$ cat config.mk
export PLATFORM = sky130hd
export DESIGN_NAME = lcd_sync_gen
export DESIGN_NICKNAME = d
export VERILOG_FILES = /design/src/rtl/lcd_sync_pkg.sv /design/src/rtl/lcd_reg_bank.sv /design/src/rtl/lcd_pix_div.sv /design/src/rtl/lcd_axis_ctr.sv /design/src/rtl/lcd_frame_irq.sv /design/src/rtl/lcd_sync_gen.sv
export SDC_FILE = /design/constraint.sdc
export NUM_CORES = 1
export LEC_CHECK = 0
export ABC_AREA = 0
export BUFFER_PORTS_ARGS = -buffer_cell sky130_fd_sc_hd__buf_2
export CORE_MARGIN = 5
export CORE_UTILIZATION = 63
export DETAILED_ROUTE_END_ITERATION = 10
export PLACE_DENSITY = 0.82
export SLEW_MARGIN = 40
export SYNTH_ARGS = -nofsm -noshare
export SYNTH_HDL_FRONTEND = slang
export SYNTH_SLANG_ARGS = --single-unit
$ cat constraint.sdc
create_clock -name clk_i -period 9.7 [get_ports clk_i]
set_input_delay 1.94 -clock clk_i [delete_from_list [all_inputs] [get_ports clk_i]]
set_output_delay 1.94 -clock clk_i [all_outputs]
set_load 0.1 [all_outputs]
$ cat src/rtl/lcd_sync_pkg.sv
package lcd_sync_pkg;
  localparam int SYNC_W = 8;
  localparam int SIZE_W = 16;
  localparam int DIV_W  = 8;
  localparam int ADDR_W = 3;
  localparam int DATA_W = 32;
  localparam int POS_W  = SIZE_W + 2;

  typedef enum logic [ADDR_W-1:0] {
    A_CTRL    = 3'd0,
    A_HTIME   = 3'd1,
    A_VTIME   = 3'd2,
    A_SIZE    = 3'd3,
    A_IRQCFG  = 3'd4,
    A_IRQSTAT = 3'd5
  } reg_addr_e;

  typedef enum logic [1:0] {
    SEL_FRAME  = 2'd0,
    SEL_ACTIVE = 2'd1,
    SEL_PORCH  = 2'd2,
    SEL_NONE   = 2'd3
  } irq_sel_e;

  typedef struct packed {
    logic [SYNC_W-1:0] sync_m1;
    logic [SYNC_W-1:0] bp_m1;
    logic [SYNC_W-1:0] fp_m1;
    logic [SIZE_W-1:0] act_m1;
  } axis_cfg_t;
endpackage

$ cat src/rtl/lcd_reg_bank.sv
module lcd_reg_bank
  import lcd_sync_pkg::*;
(
  input  logic              clk_i,
  input  logic              rst_ni,
  input  logic              we_i,
  input  logic [ADDR_W-1:0] addr_i,
  input  logic [DATA_W-1:0] wdata_i,
  input  logic              frame_load_i,
  output logic              div_en_o,
  output logic [DIV_W-1:0]  div_m1_o,
  output logic              gie_o,
  output logic              fie_o,
  output irq_sel_e          sel_o,
  output logic              clr_pend_o,
  output axis_cfg_t         h_cfg_o,
  output axis_cfg_t         v_cfg_o,
  output logic              ven_o
);
  localparam int LANE1 = 8;
  localparam int LANE2 = 16;

  logic      ven_q, ven_d, div_en_q, div_en_d, gie_q, gie_d, fie_q, fie_d;
  logic [DIV_W-1:0] div_m1_q, div_m1_d;
  logic [1:0] sel_q, sel_d;
  axis_cfg_t h_prog_q, h_prog_d, v_prog_q, v_prog_d;
  axis_cfg_t h_act_q, h_act_d, v_act_q, v_act_d;
  logic      ven_act_q, ven_act_d;

  always_comb begin
    ven_d    = ven_q;
    div_en_d = div_en_q;
    div_m1_d = div_m1_q;
    gie_d    = gie_q;
    fie_d    = fie_q;
    sel_d    = sel_q;
    h_prog_d = h_prog_q;
    v_prog_d = v_prog_q;
    if (we_i) begin
      case (reg_addr_e'(addr_i))
        A_CTRL: begin
          ven_d    = wdata_i[0];
          div_en_d = wdata_i[1];
          div_m1_d = wdata_i[LANE1 +: DIV_W];
        end
        A_HTIME: begin
          h_prog_d.sync_m1 = wdata_i[0 +: SYNC_W];
          h_prog_d.bp_m1   = wdata_i[LANE1 +: SYNC_W];
          h_prog_d.fp_m1   = wdata_i[LANE2 +: SYNC_W];
        end
        A_VTIME: begin
          v_prog_d.sync_m1 = wdata_i[0 +: SYNC_W];
          v_prog_d.bp_m1   = wdata_i[LANE1 +: SYNC_W];
          v_prog_d.fp_m1   = wdata_i[LANE2 +: SYNC_W];
        end
        A_SIZE: begin
          h_prog_d.act_m1 = wdata_i[0 +: SIZE_W];
          v_prog_d.act_m1 = wdata_i[LANE2 +: SIZE_W];
        end
        A_IRQCFG: begin
          gie_d = wdata_i[0];
          fie_d = wdata_i[1];
          sel_d = wdata_i[3:2];
        end
        default: ;
      endcase
    end
    h_act_d   = frame_load_i ? h_prog_q : h_act_q;
    v_act_d   = frame_load_i ? v_prog_q : v_act_q;
    ven_act_d = frame_load_i ? ven_q    : ven_act_q;
  end

  always_ff @(posedge clk_i or negedge rst_ni) begin
    if (!rst_ni) begin
      ven_q     <= 1'b0;
      div_en_q  <= 1'b0;
      div_m1_q  <= '0;
      gie_q     <= 1'b0;
      fie_q     <= 1'b0;
      sel_q     <= '0;
      h_prog_q  <= '0;
      v_prog_q  <= '0;
      h_act_q   <= '0;
      v_act_q   <= '0;
      ven_act_q <= 1'b0;
    end else begin
      ven_q     <= ven_d;
      div_en_q  <= div_en_d;
      div_m1_q  <= div_m1_d;
      gie_q     <= gie_d;
      fie_q     <= fie_d;
      sel_q     <= sel_d;
      h_prog_q  <= h_prog_d;
      v_prog_q  <= v_prog_d;
      h_act_q   <= h_act_d;
      v_act_q   <= v_act_d;
      ven_act_q <= ven_act_d;
    end
  end

  assign div_en_o   = div_en_q;
  assign div_m1_o   = div_m1_q;
  assign gie_o      = gie_q;
  assign fie_o      = fie_q;
  assign sel_o      = irq_sel_e'(sel_q);
  assign clr_pend_o = we_i && (reg_addr_e'(addr_i) == A_IRQSTAT) && wdata_i[0];
  assign h_cfg_o    = h_act_q;
  assign v_cfg_o    = v_act_q;
  assign ven_o      = ven_act_q;

  // working copies move only at the frame wrap
  p_shadow_hold_r7: assert property (@(posedge clk_i) disable iff (!rst_ni)
    !frame_load_i |=> ($stable(h_act_q) && $stable(v_act_q) && $stable(ven_act_q)));
endmodule

$ cat src/rtl/lcd_pix_div.sv
module lcd_pix_div
  import lcd_sync_pkg::*;
(
  input  logic             clk_i,
  input  logic             rst_ni,
  input  logic             div_en_i,
  input  logic [DIV_W-1:0] div_m1_i,
  output logic             tick_o
);
  logic [DIV_W-1:0] cnt_q, cnt_d;

  assign tick_o = !div_en_i || (cnt_q >= div_m1_i);

  always_comb begin
    if (!div_en_i)   cnt_d = '0;
    else if (tick_o) cnt_d = '0;
    else             cnt_d = cnt_q + DIV_W'(1);
  end

  always_ff @(posedge clk_i or negedge rst_ni) begin
    if (!rst_ni) cnt_q <= '0;
    else         cnt_q <= cnt_d;
  end

  // in divided mode two ticks are never adjacent unless the ratio is 1
  p_div_gap_r5: assert property (@(posedge clk_i) disable iff (!rst_ni)
    (div_en_i && tick_o && (div_m1_i != '0)) |=> (!tick_o || !div_en_i || (div_m1_i == '0)));
endmodule

$ cat src/rtl/lcd_axis_ctr.sv
module lcd_axis_ctr
  import lcd_sync_pkg::*;
(
  input  logic              clk_i,
  input  logic              rst_ni,
  input  logic              step_i,
  input  axis_cfg_t         cfg_i,
  output logic              last_o,
  output logic              at_start_o,
  output logic              at_act_o,
  output logic              at_fp_o,
  output logic              in_sync_o,
  output logic              in_active_o,
  output logic [SIZE_W-1:0] act_pos_o
);
  localparam int W = POS_W;

  logic [W-1:0] pos_q, pos_d;
  logic [W-1:0] sync_len, act_beg, act_end, total;

  assign sync_len = W'(cfg_i.sync_m1) + W'(1);
  assign act_beg  = sync_len + W'(cfg_i.bp_m1) + W'(1);
  assign act_end  = act_beg + W'(cfg_i.act_m1) + W'(1);
  assign total    = act_end + W'(cfg_i.fp_m1) + W'(1);

  assign last_o      = (pos_q == total - W'(1));
  assign at_start_o  = (pos_q == '0);
  assign at_act_o    = (pos_q == act_beg);
  assign at_fp_o     = (pos_q == act_end);
  assign in_sync_o   = (pos_q < sync_len);
  assign in_active_o = (pos_q >= act_beg) && (pos_q < act_end);
  assign act_pos_o   = in_active_o ? SIZE_W'(pos_q - act_beg) : '0;

  always_comb begin
    pos_d = pos_q;
    if (step_i) pos_d = last_o ? '0 : pos_q + W'(1);
  end

  always_ff @(posedge clk_i or negedge rst_ni) begin
    if (!rst_ni) pos_q <= '0;
    else         pos_q <= pos_d;
  end

  // position only moves on a step, and a step at the end wraps to zero
  p_hold_r2: assert property (@(posedge clk_i) disable iff (!rst_ni)
    !step_i |=> $stable(pos_q));
  p_wrap_r3: assert property (@(posedge clk_i) disable iff (!rst_ni)
    (step_i && last_o) |=> (pos_q == '0));
endmodule

$ cat src/rtl/lcd_frame_irq.sv
module lcd_frame_irq
  import lcd_sync_pkg::*;
(
  input  logic     clk_i,
  input  logic     rst_ni,
  input  logic     tick_i,
  input  logic     ev_frame_i,
  input  logic     ev_active_i,
  input  logic     ev_porch_i,
  input  irq_sel_e sel_i,
  input  logic     fie_i,
  input  logic     gie_i,
  input  logic     clr_i,
  output logic     irq_o
);
  logic pend_q, pend_d, hit, set;

  always_comb begin
    case (sel_i)
      SEL_FRAME:  hit = ev_frame_i;
      SEL_ACTIVE: hit = ev_active_i;
      SEL_PORCH:  hit = ev_porch_i;
      default:    hit = 1'b0;
    endcase
  end

  assign set = tick_i && fie_i && hit;

  always_comb begin
    if (set)        pend_d = 1'b1;
    else if (clr_i) pend_d = 1'b0;
    else            pend_d = pend_q;
  end

  always_ff @(posedge clk_i or negedge rst_ni) begin
    if (!rst_ni) pend_q <= 1'b0;
    else         pend_q <= pend_d;
  end

  assign irq_o = pend_q && gie_i;

  p_set_wins_r12: assert property (@(posedge clk_i) disable iff (!rst_ni)
    set |=> pend_q);
  p_w1c_r11: assert property (@(posedge clk_i) disable iff (!rst_ni)
    (clr_i && !set) |=> !pend_q);
  p_no_spurious_r9: assert property (@(posedge clk_i) disable iff (!rst_ni)
    (!pend_q && !set) |=> !pend_q);
endmodule

$ cat src/rtl/lcd_sync_gen.sv
module lcd_sync_gen
  import lcd_sync_pkg::*;
(
  input  logic              clk_i,
  input  logic              rst_ni,
  input  logic              reg_we_i,
  input  logic [ADDR_W-1:0] reg_addr_i,
  input  logic [DATA_W-1:0] reg_wdata_i,
  output logic              hsync_o,
  output logic              vsync_o,
  output logic              de_o,
  output logic [SIZE_W-1:0] pix_x_o,
  output logic [SIZE_W-1:0] pix_y_o,
  output logic              pix_ce_o,
  output logic              irq_o
);
  logic rst_meta_q, rst_sync_q;

  always_ff @(posedge clk_i or negedge rst_ni) begin
    if (!rst_ni) begin
      rst_meta_q <= 1'b0;
      rst_sync_q <= 1'b0;
    end else begin
      rst_meta_q <= 1'b1;
      rst_sync_q <= rst_meta_q;
    end
  end

  logic             div_en, gie, fie, clr_pend, ven, tick, frame_load;
  logic [DIV_W-1:0] div_m1;
  irq_sel_e         sel;
  axis_cfg_t        h_cfg, v_cfg;

  logic h_last, h_start, h_act, h_fp, h_sync, h_in;
  logic v_last, v_start, v_act, v_fp, v_sync, v_in;
  logic [SIZE_W-1:0] h_pos, v_pos;

  lcd_reg_bank u_regs (
    .clk_i        (clk_i),
    .rst_ni       (rst_sync_q),
    .we_i         (reg_we_i),
    .addr_i       (reg_addr_i),
    .wdata_i      (reg_wdata_i),
    .frame_load_i (frame_load),
    .div_en_o     (div_en),
    .div_m1_o     (div_m1),
    .gie_o        (gie),
    .fie_o        (fie),
    .sel_o        (sel),
    .clr_pend_o   (clr_pend),
    .h_cfg_o      (h_cfg),
    .v_cfg_o      (v_cfg),
    .ven_o        (ven)
  );

  lcd_pix_div u_div (
    .clk_i    (clk_i),
    .rst_ni   (rst_sync_q),
    .div_en_i (div_en),
    .div_m1_i (div_m1),
    .tick_o   (tick)
  );

  lcd_axis_ctr u_hctr (
    .clk_i       (clk_i),
    .rst_ni      (rst_sync_q),
    .step_i      (tick),
    .cfg_i       (h_cfg),
    .last_o      (h_last),
    .at_start_o  (h_start),
    .at_act_o    (h_act),
    .at_fp_o     (h_fp),
    .in_sync_o   (h_sync),
    .in_active_o (h_in),
    .act_pos_o   (h_pos)
  );

  lcd_axis_ctr u_vctr (
    .clk_i       (clk_i),
    .rst_ni      (rst_sync_q),
    .step_i      (tick && h_last),
    .cfg_i       (v_cfg),
    .last_o      (v_last),
    .at_start_o  (v_start),
    .at_act_o    (v_act),
    .at_fp_o     (v_fp),
    .in_sync_o   (v_sync),
    .in_active_o (v_in),
    .act_pos_o   (v_pos)
  );

  assign frame_load = tick && h_last && v_last;

  lcd_frame_irq u_irq (
    .clk_i       (clk_i),
    .rst_ni      (rst_sync_q),
    .tick_i      (tick),
    .ev_frame_i  (h_start && v_start),
    .ev_active_i (h_act && v_act),
    .ev_porch_i  (h_fp && v_fp),
    .sel_i       (sel),
    .fie_i       (fie),
    .gie_i       (gie),
    .clr_i       (clr_pend),
    .irq_o       (irq_o)
  );

  assign hsync_o  = ven && h_sync;
  assign vsync_o  = ven && v_sync;
  assign de_o     = ven && h_in && v_in;
  assign pix_x_o  = de_o ? h_pos : '0;
  assign pix_y_o  = de_o ? v_pos : '0;
  assign pix_ce_o = tick;

  // data enable never overlaps a sync pulse
  p_de_excl_r4: assert property (@(posedge clk_i) disable iff (!rst_sync_q)
    de_o |-> (!hsync_o && !vsync_o));
  // with video off nothing toggles on the panel side
  p_video_off_r8: assert property (@(posedge clk_i) disable iff (!rst_sync_q)
    !ven |-> (!hsync_o && !vsync_o && !de_o));
endmodule

== Word level (Yosys, flattened, before mapping) ==
Index checks and enable logic that the tools add are counted.

* Register bits after elaboration: 222
* Output and inout bits: 37

* Equal/unequal tests: 13
* Reduce and logical (&&, ||, !) cells: 28
* Magnitude comparators: 7
* Muxes and demuxes: 11
* Add/subtract/negate cells: 21

{| class="wikitable"
|+ Operators by type and width
! operator !! number
|-
| 18-bit by 1-bit adder with 18-bit output (second input constant) || 8
|-
| 18-bit == test || 6
|-
| 18-bit by 8-bit adder with 18-bit output || 4
|-
| 16-bit 2-to-1 mux || 4
|-
| 18-bit by 16-bit adder with 18-bit output || 2
|-
| 18-bit >= comparator || 2
|-
| 18-bit zero test || 2
|-
| 18-bit less-than comparator || 2
|-
| 18-bit by 9-bit less-than comparator with 1-bit output || 2
|-
| 18-bit 2-to-1 mux || 2
|-
| 18-bit by 1-bit subtractor with 18-bit output (second input constant) || 2
|-
| 16-bit subtractor || 2
|-
| 8-bit by 1-bit adder with 9-bit output (second input constant) || 2
|-
| 1-bit logical AND || 16
|-
| 8-bit 2-to-1 mux || 2
|-
| 2-bit AND reduction || 5
|-
| 8-bit by 1-bit adder with 8-bit output (second input constant) || 1
|-
| 8-bit >= comparator || 1
|-
| 3-bit by 2-bit == test with 1-bit output (second input constant) || 2
|-
| 3-bit == test (second input constant) || 2
|-
| 3-bit by 1-bit == test with 1-bit output (second input constant) || 1
|-
| 3-bit zero test || 1
|-
| 1-bit case mux with 3 select lines || 1
|-
| 2-bit by 1-bit == test with 1-bit output (second input constant) || 1
|-
| other kinds (6) || 7
|}

== Logic depth before layout (Yosys ltp) ==
Gate-level depths: netlist of the first run.

* Depth in word-level cells: 11
* Mapped depth: 28
* Gate-level depth less buffers: 25

== Hierarchy ==
From an unflattened synthesis of the first run, not the netlist that was laid out.

* Cells, all modules: 1,555
* Area total of the unflattened synthesis: 16,097.9 um^2

{| class="wikitable"
|+ By module, submodules not included
! module !! instances !! cells each !! area an instance (um^2)
|-
| lcd_reg_bank || 1 || 376 || 6,706.4
|-
| lcd_axis_ctr (u_vctr) || 1 || 538 || 4,260.3
|-
| lcd_axis_ctr (u_hctr) || 1 || 525 || 4,075.2
|-
| lcd_pix_div || 1 || 56 || 545.5
|-
| lcd_sync_gen || 1 || 52 || 440.4
|-
| lcd_frame_irq || 1 || 8 || 70.1
|}

== Worst setup path after synthesis of the first run ==
No wires, ideal clock.

* Kind: reg2out
* From: register u_regs.h_act_q, in the netlist u_regs.h_cfg_o[32]
* To: output port pix_x_o[2]
* Stages on the path, launching flop included: 28
* Setup slack: 0.237 ns
* Data required time: 7.760 ns
* Data arrival time: 7.523 ns
* Cells stage by stage: dfrtp_1 -> ha_1 -> xor2_1 -> ha_1 -> nor2b_1 -> o21ai_0 -> nand2b_1 -> a21o_1 -> a21o_1 -> a21o_1 -> a21o_1 -> xnor2_1 -> ha_1 -> buf_2 -> and2_1 -> o21a_1 -> a32o_1 -> o21ai_0 -> xor2_1 -> ha_1 -> a21oi_1 -> nor2b_1 -> a2111oi_0 -> o21ai_0 -> a211o_1 -> a211o_1 -> buf_1 -> nor3_1

* Longest elaborated chain between the ends: 10
* Elaborated cells on any way between the ends: 13
* Those cells by class: add/sub (6); order compare (2); mux (2); reduce/logical (3)

{| class="wikitable"
|+ Ends and longest elaborated chain
! what !! RTL line !! source
|-
| start, declared || lcd_reg_bank.sv:27 || <nowiki>axis_cfg_t h_act_q, h_act_d, v_act_q, v_act_d;</nowiki>
|-
| start signal, assigned || lcd_reg_bank.sv:95 || <nowiki>h_act_q <= h_act_d;</nowiki>
|-
| 8-bit by 1-bit adder with 9-bit output (*) || lcd_axis_ctr.sv:21 || <nowiki>assign sync_len = W'(cfg_i.sync_m1) + W'(1);</nowiki>
|-
| 18-bit by 8-bit adder with 18-bit output (*) || lcd_axis_ctr.sv:22 || <nowiki>assign act_beg = sync_len + W'(cfg_i.bp_m1) + W'(1);</nowiki>
|-
| 18-bit by 1-bit adder with 18-bit output (*) || lcd_axis_ctr.sv:22 ||
|-
| 18-bit by 16-bit adder with 18-bit output || lcd_axis_ctr.sv:23 || <nowiki>assign act_end = act_beg + W'(cfg_i.act_m1) + W'(1);</nowiki>
|-
| 18-bit by 1-bit adder with 18-bit output || lcd_axis_ctr.sv:23 ||
|-
| 18-bit less-than comparator || lcd_axis_ctr.sv:31 || <nowiki>assign in_active_o = (pos_q >= act_beg) && (pos_q < act_end);</nowiki>
|-
| 1-bit logical AND || lcd_axis_ctr.sv:31 ||
|-
| 1-bit logical AND (2 in a row) || lcd_sync_gen.sv:110 || <nowiki>assign de_o = ven && h_in && v_in;</nowiki>
|-
| 16-bit 2-to-1 mux (*) || lcd_sync_gen.sv:111 || <nowiki>assign pix_x_o = de_o ? h_pos : '0;</nowiki>
|-
| end, declared || lcd_sync_gen.sv:12 || <nowiki>output logic [SIZE_W-1:0] pix_x_o,</nowiki>
|}

Every way passes the cells marked *; elsewhere a longest branch is shown, timed or not.

== Worst setup path after layout of the first run ==
* From: register u_regs.v_act_q, in the netlist u_regs.v_cfg_o[32]
* To: output port pix_x_o[3]

* Longest elaborated chain between the ends: 9
* Elaborated cells on any way between the ends: 10
* Those cells by class: add/sub (5); order compare (2); mux (1); reduce/logical (2)

{| class="wikitable"
|+ Ends and longest elaborated chain
! what !! RTL line !! source
|-
| start, declared || lcd_reg_bank.sv:27 ||
|-
| start signal, assigned || lcd_reg_bank.sv:96 || <nowiki>v_act_q <= v_act_d;</nowiki>
|-
| 8-bit by 1-bit adder with 9-bit output (*) || lcd_axis_ctr.sv:21 ||
|-
| 18-bit by 8-bit adder with 18-bit output (*) || lcd_axis_ctr.sv:22 ||
|-
| 18-bit by 1-bit adder with 18-bit output (*) || lcd_axis_ctr.sv:22 ||
|-
| 18-bit by 16-bit adder with 18-bit output || lcd_axis_ctr.sv:23 ||
|-
| 18-bit by 1-bit adder with 18-bit output || lcd_axis_ctr.sv:23 ||
|-
| 18-bit less-than comparator || lcd_axis_ctr.sv:31 ||
|-
| 1-bit logical AND (*) || lcd_axis_ctr.sv:31 ||
|-
| 1-bit logical AND (*) || lcd_sync_gen.sv:110 ||
|-
| 16-bit 2-to-1 mux (*) || lcd_sync_gen.sv:111 ||
|}

Marked as above.

==> results.cfg, run 1 <==
[layout]
antenna_cells = 0
instances_no_fill = 1918
drive_gt1_share_pct = 19.2
mostFrequentLayoutCells = 221 x dfrtp_1, 166 x mux2_2, 137 x ha_1
syn2layout_area_growth_pct = 10.1
fillers = 1736
final_common_cell = dfrtp_1
fin_util_pct = 71.0
nets = 1769

[floorplan]
rows = 56
die_h_um = 165
core_area_um2 = 23600
io_pins = 75
dieWidth_um = 165
die-area_um2 = 27400
initial_core_util_pct = 64.4

[yosys]
ys_ff_latch = 222
synth_top_family_by_area = simple AND/OR/NAND/NOR gates
synth_edf_count = 0
synthFlopType = dfrtp_1
synth-xor-area-share_pct = 8.00
synth_cell_type_count = 73
syn_area_um2 = 15200
yosys.area_share.simple_pct = 15.5
synth-adder-area-share_pct = 12.3
synth_cells = 1526
seq_area_frac_synth_pct = 36.5
synth_warnings = 0
synthArstFlopShare_pct = 100
syn-num-nets = 1709
synth.avg_cell_area_um2 = 9.97
synth_compound_area_share_pct = 10.7
synthMuxAreaShare_pct = 12.8

[clock_tree]
cts_tree = done
clk-insertion-delay-late_ns = 0.52
clk_path_buf_depth = 3
ctsRootBufferMaster = clkbuf_16
clock-sinks = 222
cts_made_buffers = 24
h-tree-depth = 1
clk_pin_slew_ns = 0.07

[pwr]
pwr_density_cell_nw_per_um2 = 159
p_leak_nw = 8.13
peakVddDrop_mv = 0.220

[setup_path]
worst_setup_path_start_kind = flop
critPathKind = reg -> out
r2r_cells = 24
cp-end-kind = primary output
critPathArrivalTime_ns = 7.21
crit_fanout = 33
worstPathRequired_ns = 7.76

[detailed_routing]
vias_per_cell = 6.19
dr.pass1.iters = 7
postRouteAntennaNets = 0
avgRoutedWirePerCell_um = 19.7
num_vias = 11900
wl_um = 37900
route.detailed.drc = 0
drt_iter0_markers = 937

[placement]
dp_cells = 1877
gp_congestion = 0.935
portBuffers = 74
hpwl_um = 28300

[sta]
post-route-period-util_pct = 94.3
whs_ns = 0.260
skew_ns = 0.00871
rsz0062_at_grt = false
max_freq_mhz = 109
finalSetupViolCount = 0
slew_violations = 0
slew-limit-headroom_pct = 52.2
final-hold-violation-count = 0
max_slew.worst_pin.slew_ns = 0.710
min_period_ns = 9.15
tns_ns = 0

[outcome]
outcome = finished, final reports clean

[global_route]
grt_pass1_vias = 11600
antenna_found_initial = 0
grt_pass1_wl_um = 61500
grtUsageTotal_pct = 28.3
grt_max_degree = 155
grt.overflow.total = 0

[run]
cap_violations = 0

[min_path]
hp-class = reg -> async
report_power, final:
part	total [mW]	switching [mW]	internal [mW]
clock	0.885	0.372	0.513
combinational	0.606	0.330	0.276
sequential	1.17	0.129	1.04
synth_stat cells (15+ instances only):
library cell	n	area, um^2
inv_1	112	420
ha_1	137	1710
and3_1	29	181
nor2b_1	23	144
nor4_1	18	113
nand2_1	65	244
nand4_1	24	150
xnor2_1	74	648
and2_1	19	119
xor2_1	65	569
nand2b_1	25	156
a21o_1	40	300
nand3_1	52	260
mux2_2	166	1870
o21a_1	15	113
a21oi_1	52	260
dfrtp_1	222	5560
nor2_1	85	319
o21ai_0	62	310
nor3_1	38	190
clkbuf_1	36	135
state kept, by name (all words and copies together), names as in the netlist, 2 cells and up:
signal and count:
u_div.cnt_q 8, u_regs.h_prog_q 40, u_vctr.pos_q 18, u_regs.div_m1_o 8, u_regs.sel_o 2, u_regs.h_cfg_o 40, u_regs.v_cfg_o 40, u_regs.v_prog_q 40
u_hctr.pos_q 18
layer usage:
layer,wire length (um),GRT usage (%),vias up
li1,-,-,5554
met1,16500,40.2,5833
met2,18000,46.9,415
met3,2410,2.90,79
met4,992,7.35,0
met5,0,0,-
cells by family (layout without fill, tap and decap cells):
group | count (synthesis) | after routing
xor gates and xnor gates | 139 | 139
other | 1 | 1
muxes | 174 | 174
DFF | 222 | 222
AOI/OAI and AO/OA | 244 | 244
adders and majority gates | 145 | 145
and+or+nand+nor | 437 | 437
buffers and inverters | 164 | 237
cell type report:
cell class | instances | area (um^2) | share of cell area [%]
Sequential cell | 222 | 5560 | 33.2
Clock inverter | 5 | 37.5 | 0.224
Timing Repair Buffer | 85 | 546 | 3.25
Multi-Input combinational cell | 1140 | 9070 | 54.1
Clock buffer | 34 | 719 | 4.29
Tap cell | 319 | 399 | 2.38
Inverter | 113 | 424 | 2.53
timing repair:
| action | in CTS | in global routing |
|---|---|---|
| setup endpoints to repair | 0 | 33 |
| resized for setup | 0 | 15 |
| hold buffers | 0 | 0 |
| buffers inserted | 0 | 1 |
critical path, cell delays in order, from the launching register on:
cell	delay, ns
dfrtp_1	0.46
ha_1	0.29
xor2_1	0.24
ha_1	0.30
nor2b_1	0.14
o21ai_0	0.15
nand2b_1	0.11
a21o_1	0.20
a21o_1	0.20
a21o_1	0.20
a21o_1	0.19
xnor2_1	0.16
ha_1	0.41
nand2_1	0.09
o21ai_0	0.36
a31o_2	0.21
nand4_1	0.18
ha_1	0.25
or4b_2	0.60
a2111oi_0	0.40
o21ai_0	0.15
a211o_1	0.31
a211o_4	0.44
nor3_1	0.26
clkbuf_4	0.37
worst paths after layout:
check,from,to,slack (ns)
worst max register to register,u_regs.h_cfg_o[32]$_DFFE_PN0P_,u_regs.h_cfg_o[38]$_DFFE_PN0P_,2.27
max in group asynchronous,rst_sync_q$_DFF_PN0_,u_regs.h_prog_q[25]$_DFFE_PN0P_,8.30
worst min-delay path,rst_sync_q$_DFF_PN0_,u_regs.v_cfg_o[21]$_DFFE_PN0P_,0.26
worst max-delay path,u_regs.v_cfg_o[32]$_DFFE_PN0P_,pix_x_o[3],0.55
min in group clk_i,rst_meta_q$_DFF_PN0_,rst_sync_q$_DFF_PN0_,0.35
worst min register to register,rst_sync_q$_DFF_PN0_,u_regs.v_cfg_o[21]$_DFFE_PN0P_,0.26
through the flow:
step	setup slack (ns)	total power [mW]	instance area [um^2]
2_1_floorplan	0.237	1.58	15200
3_3_place_gp	1.06	1.74	15900
3_5_place_dp	1.04	1.77	15900
4_1_cts	0.391	2.66	16700
5_1_grt	0.0346	2.81	16800
6_report	0.550	2.66	16800
Power figures use the tool's default switching activity.
==> run 2, diff against run 1 <==
BUFFER_PORTS_ARGS = -buffer_cell sky130_fd_sc_hd__clkbuf_2   (was -buffer_cell sky130_fd_sc_hd__buf_2)
CORE_MARGIN = unset   (was 5)
CTS_CLUSTER_DIAMETER = 40   (was unset)
==> run 2 against run 1 <==
Compared with the run above: sequential share of layout area decreased by 0.77 points; worst hold slack got worse by 0.038 ns; count of clock-buffer cells in the layout increased by 6; die area decreased by 9.4%; register-to-register slack got worse by 0.11 ns; clock power increased by 40%; setup slack improved by 0.059 ns; routed wire length increased by 0.43%.
==> results.cfg, run 2 (synthesis gave the netlist of run 1 again) <==
[outcome]
outcome = finished, final reports clean

[placement]
hpwl_um = 27500
gp_congestion = 0.950
dp_cells = 1876
portBuffers = 74
pre_cts_slack_ns = 0.987

[layout]
fillers = 1661
mostFrequentLayoutCells = 221 x dfrtp_1, 166 x mux2_2, 137 x ha_1
drive_gt1_share_pct = 20.1
seq_area_um2 = 5560
instances_no_fill = 1940
nets = 1778
multi_input_area_um2 = 9070
final_common_cell = dfrtp_1
syn2layout_area_growth_pct = 12.8

[setup_path]
cp_slowest_cell = buf_2
crit_fanout = 33
critPathArrivalTime_ns = 7.15
r2r_cells = 24
worst_setup_path_start_kind = flop
worst-path-buf-inv = 1
slowest_delay_ns = 0.45
critPathKind = reg -> out
cpLargestDelayFamily = compound AO/OA/AOI/OAI gates
cp-end-kind = primary output
r2r_end = u_regs.h_cfg_o[37]$_DFFE_PN0P_
reg2reg_slack_ns = 2.16
r2r-start = u_regs.h_cfg_o[32]$_DFFE_PN0P_
worstPathRequired_ns = 7.76

[detailed_routing]
wl_um = 38000
avgRoutedWirePerCell_um = 19.6
dr.pass1.iters = 5
num_vias = 11900
postRouteAntennaNets = 0
drt_iter0_markers = 919
route.detailed.drc = 0
vias_per_cell = 6.13

[sta]
post-route-period-util_pct = 93.7
skew_ns = 0.0306
max_slew.worst_pin.slew_ns = 0.862
final-hold-violation-count = 0
whs_ns = 0.222
slew_violations = 0
finalSetupViolCount = 0
slew-limit-headroom_pct = 42.0
min_period_ns = 9.09
tns_ns = 0
setup_ws_ns = 0.610
max_freq_mhz = 110
rsz0062_at_grt = false

[pwr]
pwr_density_cell_nw_per_um2 = 176
finalPower_mw = 3.02
peakVddDrop_mv = 0.169
p_leak_nw = 8.31

[clock_tree]
h-tree-depth = 2
clk_pin_slew_ns = 0.06
clk_path_buf_depth = 3
ctsRootBufferMaster = clkbuf_16
post_cts_buffers = 0
cts_tree = done
cts_made_buffers = 34
clk-insertion-delay-late_ns = 0.53
clock-sinks = 222

[global_route]
grt_util_met1_pct = 43.1
grt_pass1_wl_um = 60800
grt_busiest_layer = met2
grtUsageTotal_pct = 31.9
grt.overflow.total = 0
grtUsageMet2_pct = 50.8
grt_max_degree = 160
antenna_found_initial = 1
grt_util_met3_pct = 6.08
grt_pass1_vias = 11500

[floorplan]
dieWidth_um = 157
die_h_um = 157
core_area_um2 = 23600
initial_core_util_pct = 64.4
die-area_um2 = 24800
rows = 56
io_pins = 75

[min_path]
hp-class = reg -> async

[run]
cap_violations = 0
run 2: changes by cell type in the layout (fill, tap and decap cells not counted), sizes merged:
cell	before	now
diode	0	2
bufinv	0	4
buf	71	15
inv	112	113
clkbuf	48	109
clkinv	4	13
clkinvlp	2	3
run 2: repair_timing:
action	in CTS	in global routing
gates resized for setup	0	30
hold buffers	0	0
setup endpoints to repair	0	32
run 2: report_power, final:
group | switching (mW) | internal [mW] | total (mW)
Clock | 0.462 | 0.777 | 1.24
Sequential | 0.129 | 1.04 | 1.17
Combinational | 0.332 | 0.275 | 0.607
Total | 0.922 | 2.09 | 3.02
run 2: how the worst max path moves through the flow:
stage | from | end | depth (start not counted)
3_3_place_gp | u_regs.h_cfg_o[32]$_DFFE_PN0P_ | pix_x_o[4] | 26
3_5_place_dp | u_regs.h_cfg_o[32]$_DFFE_PN0P_ | pix_x_o[9] | 26
2_1_floorplan | u_regs.h_cfg_o[32]$_DFFE_PN0P_ | pix_x_o[2] | 27
4_1_cts | u_regs.h_cfg_o[32]$_DFFE_PN0P_ | pix_x_o[9] | 26
6_report | u_regs.h_cfg_o[32]$_DFFE_PN0P_ | pix_x_o[6] | 26
5_1_grt | u_regs.h_cfg_o[32]$_DFFE_PN0P_ | pix_x_o[4] | 26
run 2: through the flow:
step | util [%] | instance area [um^2]
floorplan | - | 15200
global placement | 67.3 | 15900
detailed placement | 67.3 | 15900
CTS | 72.2 | 17100
global route | 72.7 | 17200
finish | 72.7 | 17200
run 2: layout make-up:
| cell class | instances | share of cell area, % |
|---|---|---|
| diodes | 2 | 0.0292 |
| clock buffers | 40 | 5.21 |
| clock inverters | 20 | 1.62 |
| inverters | 113 | 2.47 |
| multi-input cells | 1140 | 52.8 |
| flip-flops and latches | 222 | 32.4 |
| well taps | 319 | 2.33 |
| repair buffers | 84 | 3.11 |
run 2: layer usage:
metal,vias up,part of all wire [%]
met1,5853,44
met5,-,0
met4,0,3.2
met2,355,46
li1,5602,-
met3,83,6.3
==> run 3, diff against run 2 <==
CORE_UTILIZATION = 65   (was 63)
PLACE_DENSITY = 0.84   (was 0.82)
clock period = 10.9 ns   (was 9.7 ns; I/O delays follow)
==> run 3 against run 2 <==
Compared with the run above: worst hold slack improved by 0.13 ns; combinational power down 9.1%; power is 10% lower; routed wire length up 5.8%; flip-flop and latch count unchanged; non-clock buffer count stayed put; largest power group unchanged; die area shrank 3.0%; critical path type unchanged; final cell count down 0.31%.
==> results.cfg, run 3 (synthesis gave the netlist of run 1 again) <==
[floorplan]
die-area_um2 = 24000
dieWidth_um = 155
initial_core_util_pct = 66.8
die_h_um = 155
io_pins = 75
rows = 55
core_area_um2 = 22800

[setup_path]
r2r_end = u_regs.h_cfg_o[37]$_DFFE_PN0P_
slowest_delay_ns = 0.60
r2r_cells = 26
worst-path-buf-inv = 1
path_cells = ha_1 -> xor2_1 -> ha_1 -> nor2b_1 -> o21ai_0 -> nand2b_1 -> a21o_1 -> a21o_1 -> a21o_1 -> a21o_1 -> xnor2_1 -> ha_1 -> nand2_1 -> o21ai_0 -> a31o_2 -> nand4_1 -> ha_1 -> or4b_2 -> a2111oi_0 -> o21ai_0 -> a211o_1 -> a211o_2 -> nor3_1 -> clkbuf_2
cp_slowest_cell = or4b_2
critPathArrivalTime_ns = 7.64
r2r-start = u_regs.h_cfg_o[32]$_DFFE_PN0P_
crit_fanout = 33
critPathKind = reg -> out
worstPathRequired_ns = 8.72
cp-end-kind = primary output
worst_setup_path_start_kind = flop
cpLargestDelayFamily = compound AO/OA/AOI/OAI gates
cp.depth = 24
reg2reg_slack_ns = 2.76

[placement]
hpwl_um = 28400
portBuffers = 74
gp_congestion = 0.944

[global_route]
grt.overflow.total = 0
grt_pass1_vias = 12300
antenna_found_initial = 0
grt_max_degree = 165
grt_pass1_wl_um = 63900
grtUsageTotal_pct = 34.3

[detailed_routing]
dr.pass1.iters = 5
postRouteAntennaNets = 0
route.detailed.drc = 0
vias_per_cell = 6.26
num_vias = 12100
avgRoutedWirePerCell_um = 20.8
drt_iter0_markers = 926
wl_um = 40200

[pwr]
peakVddDrop_mv = 0.154
p_leak_nw = 8.30
pwr_density_cell_nw_per_um2 = 158

[sta]
slew-limit-headroom_pct = 45.9
max_freq_mhz = 102
slew_violations = 0
post-route-period-util_pct = 90.1
whs_ns = 0.347
tns_ns = 0
rsz0062_at_grt = false
skew_ns = 0.0272
min_period_ns = 9.82
max_slew.worst_pin.slew_ns = 0.805
finalSetupViolCount = 0
final-hold-violation-count = 0

[clock_tree]
cts_made_buffers = 35
h-tree-depth = 2
post_cts_buffers = 0
ctsRootBufferMaster = clkbuf_16
clk-insertion-delay-late_ns = 0.53
ctsHoldBuffers = 0
clk_pin_slew_ns = 0.06
clk_path_buf_depth = 3
clock-sinks = 222
cts_tree = done
cts_resized = 0

[min_path]
hp-class = reg -> reg
holdPathStages = 0
worstHoldStart = rst_meta_q$_DFF_PN0_
holdPathEnd = rst_sync_q$_DFF_PN0_

[layout]
nets = 1779
fin_util_pct = 75.0
drive_gt1_share_pct = 20.4
final_common_cell = dfrtp_1
syn2layout_area_growth_pct = 12.3
mostFrequentLayoutCells = 221 x dfrtp_1, 166 x mux2_2, 137 x ha_1
antenna_cells = 0

[run]
cap_violations = 0

[outcome]
outcome = finished, final reports clean
-- run 3: cell types whose count changed in the layout (fill, tap and decap cells not counted), sizes merged --
cell	delta
buf	-5
bufinv	-2
clkbuf	+3
clkinv	-2
diode	-2
inv	+8
-- run 3: stage by stage --
stage | instance area, um^2 | instances | power (mW) | worst slack, ns
2_1_floorplan | 15200 | 1526 | 1.41 | 1.20
3_3_place_gp | 15900 | 1869 | 1.55 | 1.98
3_5_place_dp | 15900 | 1871 | 1.59 | 1.86
4_1_cts | 17000 | 1933 | 2.70 | 1.18
5_1_grt | 17100 | 1934 | 2.81 | 0.625
6_report | 17100 | 1934 | 2.70 | 1.08
-- run 3: metal layers --
layer / up-vias / part of all wire (%) / GRT usage, %
met5: - / 0 / 0
li1: 5610 / - / -
met4: 0 / 3.8 / 15.4
met3: 117 / 6.5 / 4.99
met2: 452 / 48 / 57.1
met1: 5928 / 42 / 44.5
-- run 3: power breakdown --
part / switching [mW] / internal, mW / total (mW)
clock: 0.437 / 0.661 / 1.10
combinational: 0.305 / 0.247 / 0.552
sequential: 0.123 / 0.926 / 1.05
-- run 3: cell type report --
class / count / area, um^2
Multi-Input combinational cell: 1140 / 9070
Fill cell: 1525 / 5690
Sequential cell: 222 / 5560
Clock buffer: 38 / 897
Timing Repair Buffer: 84 / 498
Inverter: 113 / 424
Tap cell: 313 / 392
Clock inverter: 24 / 253
-- run 3: how the worst max path moves through the flow --
stage                             to                           start
after floorplan           pix_x_o[2]  u_regs.h_cfg_o[32]$_DFFE_PN0P_
after global routing      pix_y_o[5]  u_regs.h_cfg_o[32]$_DFFE_PN0P_
after CTS                 pix_y_o[7]  u_regs.v_cfg_o[32]$_DFFE_PN0P_
after global placement    pix_x_o[2]  u_regs.h_cfg_o[32]$_DFFE_PN0P_
after detailed placement  pix_x_o[2]  u_regs.v_cfg_o[32]$_DFFE_PN0P_
final                     pix_y_o[5]  u_regs.v_cfg_o[32]$_DFFE_PN0P_
